===== config.mk =====
export PLATFORM = sky130hd
export DESIGN_NAME = cfg_image_loader
export DESIGN_NICKNAME = d
export VERILOG_FILES = /design/src/rtl/cfg_image_loader.sv
export SDC_FILE = /design/constraint.sdc
export NUM_CORES = 1
export LEC_CHECK = 0
export BUFFER_PORTS_ARGS = -buffer_cell sky130_fd_sc_hd__buf_2
export CAP_MARGIN = 20
export CORE_AREA = 2 2 140 142
export CTS_CLUSTER_SIZE = 16
export DETAILED_ROUTE_END_ITERATION = 7
export DIE_AREA = 0 0 142 144
export SYNTH_ARGS = -nofsm -noshare
export SYNTH_HDL_FRONTEND = slang
export SYNTH_SLANG_ARGS = --single-unit

===== constraint.sdc =====
create_clock -name clk -period 4 [get_ports clk]
set_input_delay 0.2 -clock clk [delete_from_list [all_inputs] [get_ports clk]]
set_output_delay 0.2 -clock clk [all_outputs]
set_load 0.05 [all_outputs]

===== src/rtl/cfg_image_loader.sv =====
module cfg_image_loader #(
  parameter int unsigned RESET_CYCLES  = 16,
  parameter int unsigned SETTLE_CYCLES = 1000,
  parameter int unsigned FINAL_CYCLES  = 1000
) (
  input  logic       clk,
  input  logic       rst_n,
  input  logic       start,
  input  logic [7:0] in_data,
  input  logic       in_valid,
  input  logic       in_last,
  output logic       in_ready,
  output logic [7:0] out_data,
  output logic       out_wr,
  output logic       cfg_rst,
  input  logic       cfg_err,
  output logic       busy,
  output logic       done,
  output logic       error
);
  localparam logic [31:0] HDR_LAST  = 32'd15;
  localparam logic [31:0] TRAIL_CNT = 32'd5;
  localparam logic [31:0] RST_LOAD  = 32'(RESET_CYCLES - 1);
  localparam logic [31:0] SET_LOAD  = 32'(SETTLE_CYCLES - 1);
  localparam logic [31:0] FIN_LOAD  = 32'(FINAL_CYCLES - 1);

  typedef enum logic [3:0] {
    S_IDLE, S_RST, S_W1, S_ZERO, S_W2, S_HDR, S_PAY, S_TRL, S_CHK, S_W3
  } state_t;

  state_t      st;
  logic [31:0] cnt;
  logic [31:0] plen;
  logic        done_q, err_q;
  logic        take;

  assign in_ready = (st == S_HDR) || (st == S_PAY);
  assign take     = in_valid && in_ready;
  assign out_wr   = (st == S_ZERO) || (st == S_TRL) || (st == S_PAY && in_valid);
  assign out_data = (st == S_PAY) ? in_data : 8'h00;
  assign cfg_rst  = (st == S_RST);
  assign busy     = (st != S_IDLE);
  assign done     = done_q;
  assign error    = err_q;

  always_ff @(posedge clk) begin
    if (!rst_n) begin
      st     <= S_IDLE;
      cnt    <= '0;
      plen   <= '0;
      done_q <= 1'b0;
      err_q  <= 1'b0;
    end else begin
      unique case (st)
        S_IDLE: if (start) begin
          done_q <= 1'b0;
          err_q  <= 1'b0;
          plen   <= '0;
          cnt    <= RST_LOAD;
          st     <= S_RST;
        end
        S_RST: if (cnt == 0) begin
          cnt <= SET_LOAD;
          st  <= S_W1;
        end else cnt <= cnt - 1;
        S_W1: if (cnt == 0) st <= S_ZERO;
              else cnt <= cnt - 1;
        S_ZERO: begin
          cnt <= SET_LOAD;
          st  <= S_W2;
        end
        S_W2: if (cnt == 0) st <= S_HDR;
              else cnt <= cnt - 1;
        S_HDR: if (take) begin
          if (cnt < 32'd4) plen <= {plen[23:0], in_data};
          if (cnt == HDR_LAST) begin
            if (plen == 0) begin
              cnt <= TRAIL_CNT - 1;
              st  <= S_TRL;
            end else if (in_last) begin
              err_q <= 1'b1;
              st    <= S_IDLE;
            end else begin
              cnt <= plen - 1;
              st  <= S_PAY;
            end
          end else if (in_last) begin
            err_q <= 1'b1;
            st    <= S_IDLE;
          end else cnt <= cnt + 1;
        end
        S_PAY: if (take) begin
          if (cnt == 0) begin
            cnt <= TRAIL_CNT - 1;
            st  <= S_TRL;
          end else if (in_last) begin
            err_q <= 1'b1;
            st    <= S_IDLE;
          end else cnt <= cnt - 1;
        end
        S_TRL: if (cnt == 0) st <= S_CHK;
               else cnt <= cnt - 1;
        S_CHK: if (cfg_err) begin
          err_q <= 1'b1;
          st    <= S_IDLE;
        end else begin
          cnt <= FIN_LOAD;
          st  <= S_W3;
        end
        S_W3: if (cnt == 0) begin
          done_q <= 1'b1;
          st     <= S_IDLE;
        end else cnt <= cnt - 1;
        default: st <= S_IDLE;
      endcase
    end
  end
endmodule


### Word-level counts from Yosys, hierarchy flattened

Cells that the tools add are included.
Widths: inputs -> output; s select.

* add/sub/neg operators: 3
* $lt $le $gt $ge: 1
* equality and inequality tests: 27
* multiplexer cells: 44
* reduce and logical (&&, ||, !) cells: 19

Operator list (count)
* $mux 32: 15
* $pmux 32 s7: 1
* $logic_not 32->1: 2
* $pmux 32 s2: 1
* $sub 32x1->32 const B: 2
* $mux 4: 12
* $pmux 4 s10: 1
* $add 32x1->32 const B: 1
* $eq 32x4->1 const B: 1
* $lt 32x3->1 const B: 1
* $ne 2x2->1 const B: 10
* $eq 4x3->1 const B: 4
* $mux 1: 9
* $ne 3x2->1 const B: 3
* $reduce_and 9->1: 1
* $eq 4x2->1 const B: 2
* $eq 4x4->1 const B: 2
* $mux 8: 1
* $reduce_and 8->1: 1
* $reduce_bool 4->1: 2
* $reduce_and 7->1: 1
* $reduce_bool 7->1: 1
* $mux 3: 2
* $ne 2x1->1 const B: 3
* 11 further kinds: 15

* register bits after elaboration: 70
* input port bits: 14
* output and inout port bits: 14
* word-level logic and storage cells: 99

### Logic depth before layout (Yosys ltp)

Gate-level depths: netlist of the first run.

* depth in word-level cells: 6
* mapped depth: 10
* depth with buffers taken out: 9

### Least setup slack after synthesis of the first run

Ideal clock, no wire load.

* path type: register -> register
* from: register cnt[5]
* to: register cnt[29]
* arrival: 2699 ps
* path slack: 1184 ps
* cell stages (with the launch flop): 11
* path buffers: 4
* clock period less this slack: 2816 ps
* cell sequence: dfxtp_1 -> buf_6 -> or4_1 -> buf_2 -> or4_4 -> buf_6 -> o311a_4 -> nor2_2 -> buf_4 -> o21ai_1 -> a32o_1

* cells in the longest elaborated chain, start to end: 5

RTL lines
* start, declared: RTL line 32 `logic [31:0] cnt;`
* start signal, assigned: RTL line 65 `end else cnt <= cnt - 1;`
* start signal, assigned: RTL line 67 `else cnt <= cnt - 1;`
* start signal, assigned: RTL line 73 `else cnt <= cnt - 1;`
* $sub 32x1->32 / $add 32x1->32 (equally long branches)
* $mux 32, on equally long branches: RTL line 96, 87
* $mux 32, on equally long branches: RTL line 93, 76
* $mux 32, on equally long branches: RTL line 92, 74
* $pmux 32 s7: RTL line 54 `unique case (st)`

Parallel ways exist; a longest one is shown, timed or not. The select of a mux whose other input is x is not followed.
A chain may end at the register's enable or synchronous reset.

### Worst setup path after layout of the first run

* from: register cnt[8]
* to: register cnt[31]

Same word-level chain as after synthesis.

==> flow_metrics.py, run 1 <==
metrics = {
    "status": {
        "outcome": "finished clean",
    },
    "setup_path": {
        "critical_path.endpoint_type": "flop",
        "critical_path_class": "flop to flop",
        "startpoint_type": "flop",
        "worst-path-max-fanout": 11,
        "cp.arrival_ps": 3620,
        "cell_with_the_largest_stage_delay_on_the_worst_path": "sky130_fd_sc_hd__or4_4",
        "cp.required_ps": 4220,
        "critPathMaxStageDelay_ps": 680,
        "r2r-start": "cnt[8]$_SDFFE_PN0P_",
        "timing.critical_path.cells": "nor3_1 -> nand3_2 -> or4_4 -> o22ai_2 -> nand2_1 -> a221oi_1 -> o21ai_0",
        "critical_path.startpoint": "cnt[8]$_SDFFE_PN0P_",
    },
    "clocking": {
        "cts.htree.levels": 3,
        "clk_pin_slew_worst_paths_ps": 60,
        "cts_hold_repair.buffers": 0,
        "numClockSinks": 70,
        "clk_latency_ps": 350,
        "cts-root-to-sink-buffers": 2,
        "ctsResizeCount": 0,
        "tritoncts_clock_tree": "yes",
        "numCtsBuffers": 9,
        "cts.repair_timing.setup_buffer_count": 0,
        "cts.root.buffer_cell": "sky130_fd_sc_hd__clkbuf_16",
    },
    "power_and_ir_drop": {
        "power.static_leakage_nw": 2.31,
        "report.power.total_mw": 4.57,
        "combinational_power_share_pct": 60.8,
        "netSwitchingFraction_pct": 52.5,
        "power.density_mw_per_mm2": 732,
        "intPower_mw": 2.17,
        "clock_power_share_pct": 17.9,
        "power.sequential.fraction_pct": 21.3,
        "power_switching_mw": 2.40,
        "peakVddDrop_mv": 0.334,
    },
    "sta": {
        "slew_headroom_pct": 48.1,
        "timing.fmax_mhz": 294,
        "finalHoldViolCount": 0,
        "report.final.setup_viol": 0,
        "timing.final.max_slew_violations": 0,
        "tightest_slew_ps": 773,
        "unrepaired_setup_endpoints_after_global_routing": "no",
        "setup_tns_ps": 0,
        "finalCritPeriodShare_pct": 85.0,
        "finalClockSkew_ps": 10.2,
        "shortest_clock_period_the_worst_path_allows_after_layout_ps": 3400,
    },
    "synth": {
        "biggest_area_consumer_among_synthesized_cells": "sky130_fd_sc_hd__dfxtp_1",
        "synth.yosys.seq_area_share_pct": 25.0,
        "netlist_top_cells_area": "sky130_fd_sc_hd__dfxtp_1, sky130_fd_sc_hd__nand2_1, sky130_fd_sc_hd__xnor2_1, sky130_fd_sc_hd__a21oi_1, sky130_fd_sc_hd__nand3_1",
        "synth-main-ff-cell": "sky130_fd_sc_hd__dfxtp_1",
        "avgSynthCellArea_um2": 7.27,
        "synthDominantCellAreaShare_pct": 25.0,
        "synth.distinct_cells": 76,
        "synth_async_sr_flop_share_pct": 0,
        "synth_enable_flop_cells": 0,
        "yosys.cell_count.top_type": "sky130_fd_sc_hd__nand2_1",
        "gate_count_post_synth": 772,
        "syn_area_mm2": 0.00561,
        "postSynthNetCount": 790,
        "synthTopCellsByCount": "sky130_fd_sc_hd__nand2_1, sky130_fd_sc_hd__dfxtp_1, sky130_fd_sc_hd__a21oi_1",
        "seq_cells_post_synth": 70,
        "synth_warn": 0,
    },
    "final_layout": {
        "fin_nets": 790,
        "nFillCells": 2019,
        "num_antenna_cells": 0,
        "drive_gt1_share_pct": 10.9,
        "final_cells": 1015,
        "layout-area-overhead-vs-synth_pct": 11.4,
    },
    "detailed_routing": {
        "drt_iter0_drc": 465,
        "detailedRoute.firstPassIterationCount": 5,
        "avgViaCountPerCell": 5.97,
        "wl_mm": 19.1,
        "wl_per_cell_um": 18.8,
        "ant_nets": 0,
        "via_count": 6056,
        "route.detailed.drc": 0,
    },
    "global_routing": {
        "gr-usage-all-layers_pct": 18.9,
        "grt_first_pass_wirelength_mm": 30.6,
        "antenna_found_initial": 0,
        "grt_pass1_vias": 5421,
        "grt_start_max_net_pins": 40,
        "grt_overflow_total": 0,
    },
    "worst_hold_path": {
        "worst_hold_startpoint": "in_data[5]",
        "worstHoldPathType": "input port to flop",
    },
    "die": {
        "floorplan.die_area_mm2": 0.0204,
        "die-height_um": 144,
        "floorplan.io_pins": 28,
        "die-width_um": 142,
        "effective_utilization_at_floorplan_pct": 29.4,
        "number_of_rows_in_the_core_area": 51,
        "floorplan.core_area_mm2": 0.0191,
    },
    "placed_design": {
        "place.port_buffers": 27,
        "dp.final_hpwl_mm": 13.7,
        "place.gp.congestion": 0.919,
        "place_inst": 999,
    },
    "flow_run": {
        "max_cap_viol_count": 0,
    },
}
## final timing paths
kind	cells after the start	slack [ps]	endpoint
max	7	600	cnt[31]$_SDFFE_PN0P_
min	3	120	plen[5]$_SDFFE_PN0P_
max reg2reg	7	600	cnt[31]$_SDFFE_PN0P_
min reg2reg	2	490	plen[31]$_SDFFE_PN0P_
## per-stage QoR
stage	utilization [%]	cell area [um^2]	hold WS, ps	setup slack [ps]
5_1_grt	32.8	6250	127	287
6_report	32.8	6250	120	602
3_3_place_gp	31.2	5960	468	744
3_5_place_dp	31.2	5960	472	704
2_1_floorplan	-	5610	352	1180
4_1_cts	32.8	6250	119	703
## layout make-up
| type | count | area (um^2) | area share (%) |
|---|---|---|---|
| Multi-Input combinational cell | 623 | 3870 | 62.0 |
| Tap cell | 238 | 298 | 4.76 |
| Clock buffer | 13 | 250 | 4.00 |
| Sequential cell | 70 | 1400 | 22.4 |
| Inverter | 16 | 60.1 | 0.961 |
| Timing Repair Buffer | 52 | 323 | 5.16 |
| Clock inverter | 3 | 43.8 | 0.701 |
## registers in the layout, summed over array words and instances (netlist names)
signal,cells
plen,32
error,1
st,4
cnt,32
done,1
## power by group through the flow
| stage | Sequential [mW] | Clock (mW) | Combinational (mW) |
|---|---|---|---|
| CTS | 0.964 | 0.826 | 2.71 |
| detailed placement | 0.979 | 0 | 2.70 |
| global placement | 0.979 | 0 | 2.71 |
| global route | 0.990 | 0.854 | 3.02 |
| finish | 0.972 | 0.819 | 2.78 |
| floorplan | 0.845 | 0 | 2.18 |
## worst max-delay path: cells and delay by family, from the launching register on
kind | cells | cell delay [ps]
DFF | 1 | 410
and+or+nand+nor | 4 | 1890
AOI/OAI and AO/OA | 3 | 970
## cell usage in the layout, fill, tap and decap left out, types with 9 or more instances in the layout
cell type                   Yosys  final
sky130_fd_sc_hd__a21oi_1       58     58
sky130_fd_sc_hd__nand4_1       12     12
sky130_fd_sc_hd__nor2_1        50     49
sky130_fd_sc_hd__xnor2_1       37     37
sky130_fd_sc_hd__o31ai_1       15     15
sky130_fd_sc_hd__and2_1        13     13
sky130_fd_sc_hd__buf_4          1     25
sky130_fd_sc_hd__clkbuf_16      0      9
sky130_fd_sc_hd__nand2_1       95     95
sky130_fd_sc_hd__nor3_1        27     27
sky130_fd_sc_hd__o21ai_0       30     30
sky130_fd_sc_hd__nor4_1        19     19
sky130_fd_sc_hd__o22ai_1       17     17
sky130_fd_sc_hd__buf_2          8     27
sky130_fd_sc_hd__xor2_1        21     21
sky130_fd_sc_hd__inv_1         16     16
sky130_fd_sc_hd__dfxtp_1       70     70
sky130_fd_sc_hd__and3_1        10     10
sky130_fd_sc_hd__a22oi_1       10     10
sky130_fd_sc_hd__nand3_1       56     56
## logic make-up (layout without fill, tap and decap cells)
family / count (synthesis) / after routing / synth area share (%)
mux: 2 / 2 / 0.357
fa+ha+maj: 4 / 4 / 0.892
compound gates: 220 / 220 / 27.3
simple gates: 339 / 339 / 31.2
buf+inv: 79 / 84 / 6.20
xor+xnor: 58 / 58 / 9.05
flops: 70 / 70 / 25.0
## metal layers
metal  vias up  wire (um)  track usage, %
met5         -          0               0
met4         0        537            8.11
met3        41       1280            2.55
met2       259       8740            30.1
met1      2874       8560            25.8
li1       2882          -               -
Power figures use the tool's default switching activity.
==> run 2: changes to the inputs <==
clock period = 3.4 ns   (was 4 ns; I/O delays follow)
==> run 2 against run 1 <==
  * Power increased by 22%
  * Combinational power increased by 26%
  * Routed wire length increased by 1.8%
  * Core utilization increased by 0.87 points
  * Sequential share of layout area decreased by 0.58 points
  * Fmax increased by 4.4%
  * Non-clock buffer count increased by 20
  * Sequential cell count unchanged
  * Register-to-register slack got worse by 460 ps
  * Highest routed layer unchanged
==> flow_metrics.py, run 2 (synthesis gave the netlist of run 1 again) <==
metrics = {
    "setup_path": {
        "cp.required_ps": 3670,
        "critical_path.endpoint_type": "flop",
        "worstRegToRegCells": 6,
        "worst-path-buf-inv": 0,
        "cp.arrival_ps": 3530,
        "worst-path-max-fanout": 11,
        "cell_with_the_largest_stage_delay_on_the_worst_path": "sky130_fd_sc_hd__nor4_4",
        "r2r-start": "cnt[4]$_SDFFE_PN0P_",
        "rr_endpoint": "cnt[9]$_SDFFE_PN0P_",
        "critical-path-top-delay-family": "simple AND/OR/NAND/NOR gates",
        "critPathMaxStageDelay_ps": 790,
        "critical_path_class": "flop to flop",
        "timing.reg2reg.setup_slack_ps": 140,
        "timing.critical_path.cells": "or4_1 -> or4_4 -> nor4_4 -> a22oi_1 -> a31o_2 -> nand3_1",
        "startpoint_type": "flop",
    },
    "sta": {
        "finalCritPeriodShare_pct": 95.8,
        "tightest_slew_ps": 911,
        "setup_tns_ps": 0,
        "unrepaired_setup_endpoints_after_global_routing": "no",
        "slew_headroom_pct": 39.3,
        "finalHoldViolCount": 0,
        "timing.final.max_slew_violations": 0,
        "report.final.setup_viol": 0,
        "shortest_clock_period_the_worst_path_allows_after_layout_ps": 3260,
        "finalClockSkew_ps": 6.33,
        "timing.fmax_mhz": 307,
    },
    "detailed_routing": {
        "detailedRoute.firstPassIterationCount": 5,
        "drt_iter0_drc": 530,
        "ant_nets": 0,
        "via_count": 6172,
        "wl_mm": 19.5,
        "wl_per_cell_um": 18.8,
        "route.detailed.drc": 0,
        "avgViaCountPerCell": 5.96,
    },
    "final_layout": {
        "num_antenna_cells": 0,
        "fin_nets": 810,
        "layout-area-overhead-vs-synth_pct": 14.4,
        "biggestRegsByFlops": "cnt (32), plen (32), st (4)",
        "final_common_cell": "sky130_fd_sc_hd__nand2_1",
        "final_cell_mix": "sky130_fd_sc_hd__nand2_1, sky130_fd_sc_hd__dfxtp_1, sky130_fd_sc_hd__a21oi_1",
        "final_cells": 1035,
        "drive_gt1_share_pct": 13.7,
    },
    "die": {
        "floorplan.core_area_mm2": 0.0191,
        "number_of_rows_in_the_core_area": 51,
        "floorplan.die_area_mm2": 0.0204,
        "floorplan.io_pins": 28,
        "die-height_um": 144,
        "die-width_um": 142,
        "effective_utilization_at_floorplan_pct": 29.4,
    },
    "worst_hold_path": {
        "holdPathEnd": "plen[5]$_SDFFE_PN0P_",
        "worstHoldPathType": "input port to flop",
        "min_delay_path_depth": 3,
        "worst_hold_startpoint": "in_data[5]",
    },
    "global_routing": {
        "grt_overflow_total": 0,
        "grt_start_max_net_pins": 40,
        "grt_pass1_vias": 5783,
        "antenna_found_initial": 0,
        "gr-usage-all-layers_pct": 19.3,
        "grt_first_pass_wirelength_mm": 31.3,
    },
    "placed_design": {
        "dp.final_hpwl_mm": 14.2,
        "place_inst": 1019,
        "place.gp.congestion": 0.955,
        "place.port_buffers": 27,
    },
    "clocking": {
        "clk_pin_slew_worst_paths_ps": 60,
        "numCtsBuffers": 9,
        "tritoncts_clock_tree": "yes",
        "cts-root-to-sink-buffers": 2,
        "cts.root.buffer_cell": "sky130_fd_sc_hd__clkbuf_16",
        "cts.htree.levels": 3,
        "cts_hold_repair.buffers": 0,
        "numClockSinks": 70,
        "clk_latency_ps": 340,
    },
    "power_and_ir_drop": {
        "power.density_mw_per_mm2": 870,
        "peakVddDrop_mv": 0.385,
        "power.static_leakage_nw": 2.41,
        "report.power.total_mw": 5.58,
    },
    "flow_run": {
        "max_cap_viol_count": 0,
    },
    "status": {
        "outcome": "finished clean",
    },
}
## run 2: worst min-delay path, cell delays in order
cell                      delay [ps]
sky130_fd_sc_hd__buf_2           100
sky130_fd_sc_hd__nand3_1          50
sky130_fd_sc_hd__a21oi_1          60
## run 2: routing by layer
metal	wire [um]	share of wire (%)	GRT usage, %	vias to the layer above
met4	649	3.3	9.53	0
met3	1450	7.4	2.65	54
met2	8820	45	30.9	286
met1	8540	44	25.7	2908
li1	-	-	-	2924
met5	0	0	0	-
## run 2: what timing repair did
item | in CTS | in global routing
setup buffers | 0 | 0
resized for setup | 0 | 1
endpoints found under the setup margin | 0 | 1
## run 2: power by group
group / switching, mW / internal [mW]
logic: 2.29 / 1.19
registers: 0.183 / 0.916
clock network: 0.404 / 0.592
## run 2: area by class of cell
class / count / area (um^2)
Tap cell: 238 / 298
Sequential cell: 70 / 1400
Fill cell: 2029 / 12700
Multi-Input combinational cell: 623 / 3880
Clock buffer: 10 / 239
Timing Repair Buffer: 72 / 473
Clock inverter: 6 / 67.6
Inverter: 16 / 60.1
## run 2: stage by stage
step                setup slack [ps]  cell area (um^2)  util, %  hold WS, ps
global placement                 195              6110     32.0          444
floorplan                        584              5610        -          322
detailed placement               173              6110     32.0          440
CTS                              174              6410     33.6         82.7
finish                           143              6420     33.6         88.2
global route                   0.110              6420     33.6         94.4
## run 2: how the worst max path moves through the flow
stage               slack (ps)                   end                   from  cells after the start
floorplan                  580  cnt[29]$_SDFFE_PN0P_    cnt[5]$_SDFFE_PN0P_                     10
global placement           200  cnt[31]$_SDFFE_PN0P_    cnt[4]$_SDFFE_PN0P_                      6
detailed placement         170  cnt[31]$_SDFFE_PN0P_    cnt[4]$_SDFFE_PN0P_                      6
CTS                        170  cnt[31]$_SDFFE_PN0P_    cnt[4]$_SDFFE_PN0P_                      6
global route               0.1   cnt[4]$_SDFFE_PN0P_  plen[12]$_SDFFE_PN0P_                      7
finish                     140   cnt[9]$_SDFFE_PN0P_    cnt[4]$_SDFFE_PN0P_                      6
==> run 3: changes to the inputs <==
==> constraint.sdc (replaced) <==
create_clock -name clk -period 3.05 [get_ports clk]
set_input_delay 0.305 -clock clk [delete_from_list [all_inputs] [get_ports clk]]
set_output_delay 0.305 -clock clk [all_outputs]
set_load 0.05 [all_outputs]
==> run 3 against run 2 <==
  * Sequential cell count did not move
  * Critical path type unchanged
  * Clock skew barely moved
  * Sequential power rose by 8%
  * Cell count rose by 2.7%
==> flow_metrics.py, run 3 (synthesis gave the netlist of run 1 again) <==
metrics = {
    "sta": {
        "timing.fmax_mhz": 339,
        "shortest_clock_period_the_worst_path_allows_after_layout_ps": 2950,
        "unrepaired_setup_endpoints_after_global_routing": "no",
        "setup_tns_ps": 0,
        "tightest_slew_ps": 702,
        "finalHoldViolCount": 0,
        "report.final.setup_viol": 0,
        "finalClockSkew_ps": 6.57,
        "slew_headroom_pct": 52.8,
        "finalWorstSetupSlack_ps": 103,
        "timing.final.max_slew_violations": 0,
        "finalCritPeriodShare_pct": 96.6,
    },
    "clocking": {
        "clk_pin_slew_worst_paths_ps": 70,
        "cts.repair_timing.setup_buffer_count": 0,
        "cts.root.buffer_cell": "sky130_fd_sc_hd__clkbuf_16",
        "clk_latency_ps": 340,
        "tritoncts_clock_tree": "yes",
        "numClockSinks": 70,
        "cts-root-to-sink-buffers": 2,
        "cts.htree.levels": 3,
        "numCtsBuffers": 9,
        "cts_hold_repair.buffers": 0,
        "ctsResizeCount": 0,
    },
    "final_layout": {
        "multiInputGateArea_mm2": 0.00389,
        "biggestRegsByFlops": "cnt (32), plen (32), st (4)",
        "nFillCells": 2014,
        "ff_latch_area_mm2": 0.00140,
        "final_cell_mix": "sky130_fd_sc_hd__nand2_1, sky130_fd_sc_hd__buf_4, sky130_fd_sc_hd__dfxtp_1",
        "drive_gt1_share_pct": 16.6,
        "layout-area-overhead-vs-synth_pct": 18.8,
        "final_common_cell": "sky130_fd_sc_hd__nand2_1",
        "fin_nets": 838,
        "num_antenna_cells": 0,
    },
    "detailed_routing": {
        "wl_per_cell_um": 19.2,
        "route.met2.wl_mm": 9.40,
        "avgViaCountPerCell": 5.97,
        "met1Wirelength_mm": 8.74,
        "highest_layer": "met4",
        "wl_mm": 20.4,
        "wl_met3_mm": 1.45,
        "ant_nets": 0,
        "via_count": 6351,
        "detailedRoute.firstPassIterationCount": 6,
        "drt_iter0_drc": 588,
        "route.detailed.drc": 0,
    },
    "power_and_ir_drop": {
        "power.static_leakage_nw": 2.58,
        "peakVddDrop_mv": 0.409,
        "power.density_mw_per_mm2": 983,
    },
    "worst_hold_path": {
        "worst_hold_startpoint": "in_data[2]",
        "worstHoldPathType": "input port to flop",
        "holdPathEnd": "plen[2]$_SDFFE_PN0P_",
        "min_delay_path_depth": 3,
    },
    "setup_path": {
        "timing.reg2reg.setup_slack_ps": 100,
        "critical_path_class": "flop to flop",
        "worst-path-max-fanout": 10,
        "rr_endpoint": "cnt[14]$_SDFFE_PN0P_",
        "critical_path.endpoint_type": "flop",
        "r2r-start": "cnt[20]$_SDFFE_PN0P_",
        "worstRegToRegCells": 7,
        "startpoint_type": "flop",
        "cp.arrival_ps": 3180,
        "cp.required_ps": 3280,
    },
    "placed_design": {
        "place.gp.congestion": 0.915,
        "dp.final_hpwl_mm": 15.1,
        "post-place-ws_ps": 99.9,
        "place.port_buffers": 27,
    },
    "flow_run": {
        "max_cap_viol_count": 0,
    },
    "global_routing": {
        "antenna_found_initial": 0,
        "grt_pass1_vias": 5842,
        "grt_first_pass_wirelength_mm": 32.1,
        "grt_start_max_net_pins": 40,
        "grt_overflow_total": 0,
        "gr-usage-all-layers_pct": 20.0,
    },
    "die": {
        "floorplan.die_area_mm2": 0.0204,
        "floorplan.core_area_mm2": 0.0191,
        "die-width_um": 142,
        "effective_utilization_at_floorplan_pct": 29.4,
        "die-height_um": 144,
        "floorplan.io_pins": 28,
        "number_of_rows_in_the_core_area": 51,
    },
    "status": {
        "outcome": "finished clean",
    },
}
## run 3: cell types whose count changed in the layout (fill, tap and decap cells not counted), sizes merged
| cell | delta |
|---|---|
| clkinvlp | -1 |
| bufinv | +1 |
| inv | +1 |
| clkbuf | -1 |
| buf | +28 |
## run 3: cell type report
type	count	share of cell area, %
Tap cell	238	4.47
Timing Repair Buffer	100	10.2
Multi-Input combinational cell	623	58.4
Sequential cell	70	21.0
Inverter	16	0.901
Clock buffer	9	3.38
Clock inverter	7	1.58
## run 3: metal layers
layer | vias up | global-route usage [%]
met2 | 292 | 33.2
met3 | 65 | 3.15
met5 | - | 0
met4 | 0 | 8.68
met1 | 3001 | 25.7
li1 | 2993 | -
## run 3: how the worst max path moves through the flow
stage / to / start
finish: cnt[14]$_SDFFE_PN0P_ / cnt[20]$_SDFFE_PN0P_
global route: cnt[9]$_SDFFE_PN0P_ / cnt[20]$_SDFFE_PN0P_
CTS: cnt[4]$_SDFFE_PN0P_ / plen[12]$_SDFFE_PN0P_
detailed placement: cnt[4]$_SDFFE_PN0P_ / plen[12]$_SDFFE_PN0P_
global placement: cnt[4]$_SDFFE_PN0P_ / plen[12]$_SDFFE_PN0P_
floorplan: cnt[29]$_SDFFE_PN0P_ / cnt[5]$_SDFFE_PN0P_
## run 3: metrics by stage
stage	power, mW	hold WS [ps]	util (%)	instances	cell area, um^2
2_1_floorplan	3.97	450	-	772	5610
4_1_cts	6.44	223	34.8	1063	6650
3_3_place_gp	5.23	476	33.1	1047	6320
3_5_place_dp	5.23	481	33.1	1047	6320
6_report	6.56	228	34.9	1063	6670
5_1_grt	6.90	247	34.9	1063	6670
## run 3: power by group
group	internal (mW)	total, mW	switching [mW]
sequential	1.02	1.19	0.172
combinational	1.44	4.16	2.72
clock	0.730	1.20	0.473
total	3.20	6.56	3.36
## run 3: critical path, cell delays in order, from the launching register on
cell,delay (ps)
sky130_fd_sc_hd__dfxtp_1,370
sky130_fd_sc_hd__nor4_1,450
sky130_fd_sc_hd__nand2b_1,190
sky130_fd_sc_hd__or4_4,620
sky130_fd_sc_hd__o22a_1,330
sky130_fd_sc_hd__o21ai_2,470
sky130_fd_sc_hd__o31ai_1,160
sky130_fd_sc_hd__a22o_1,240
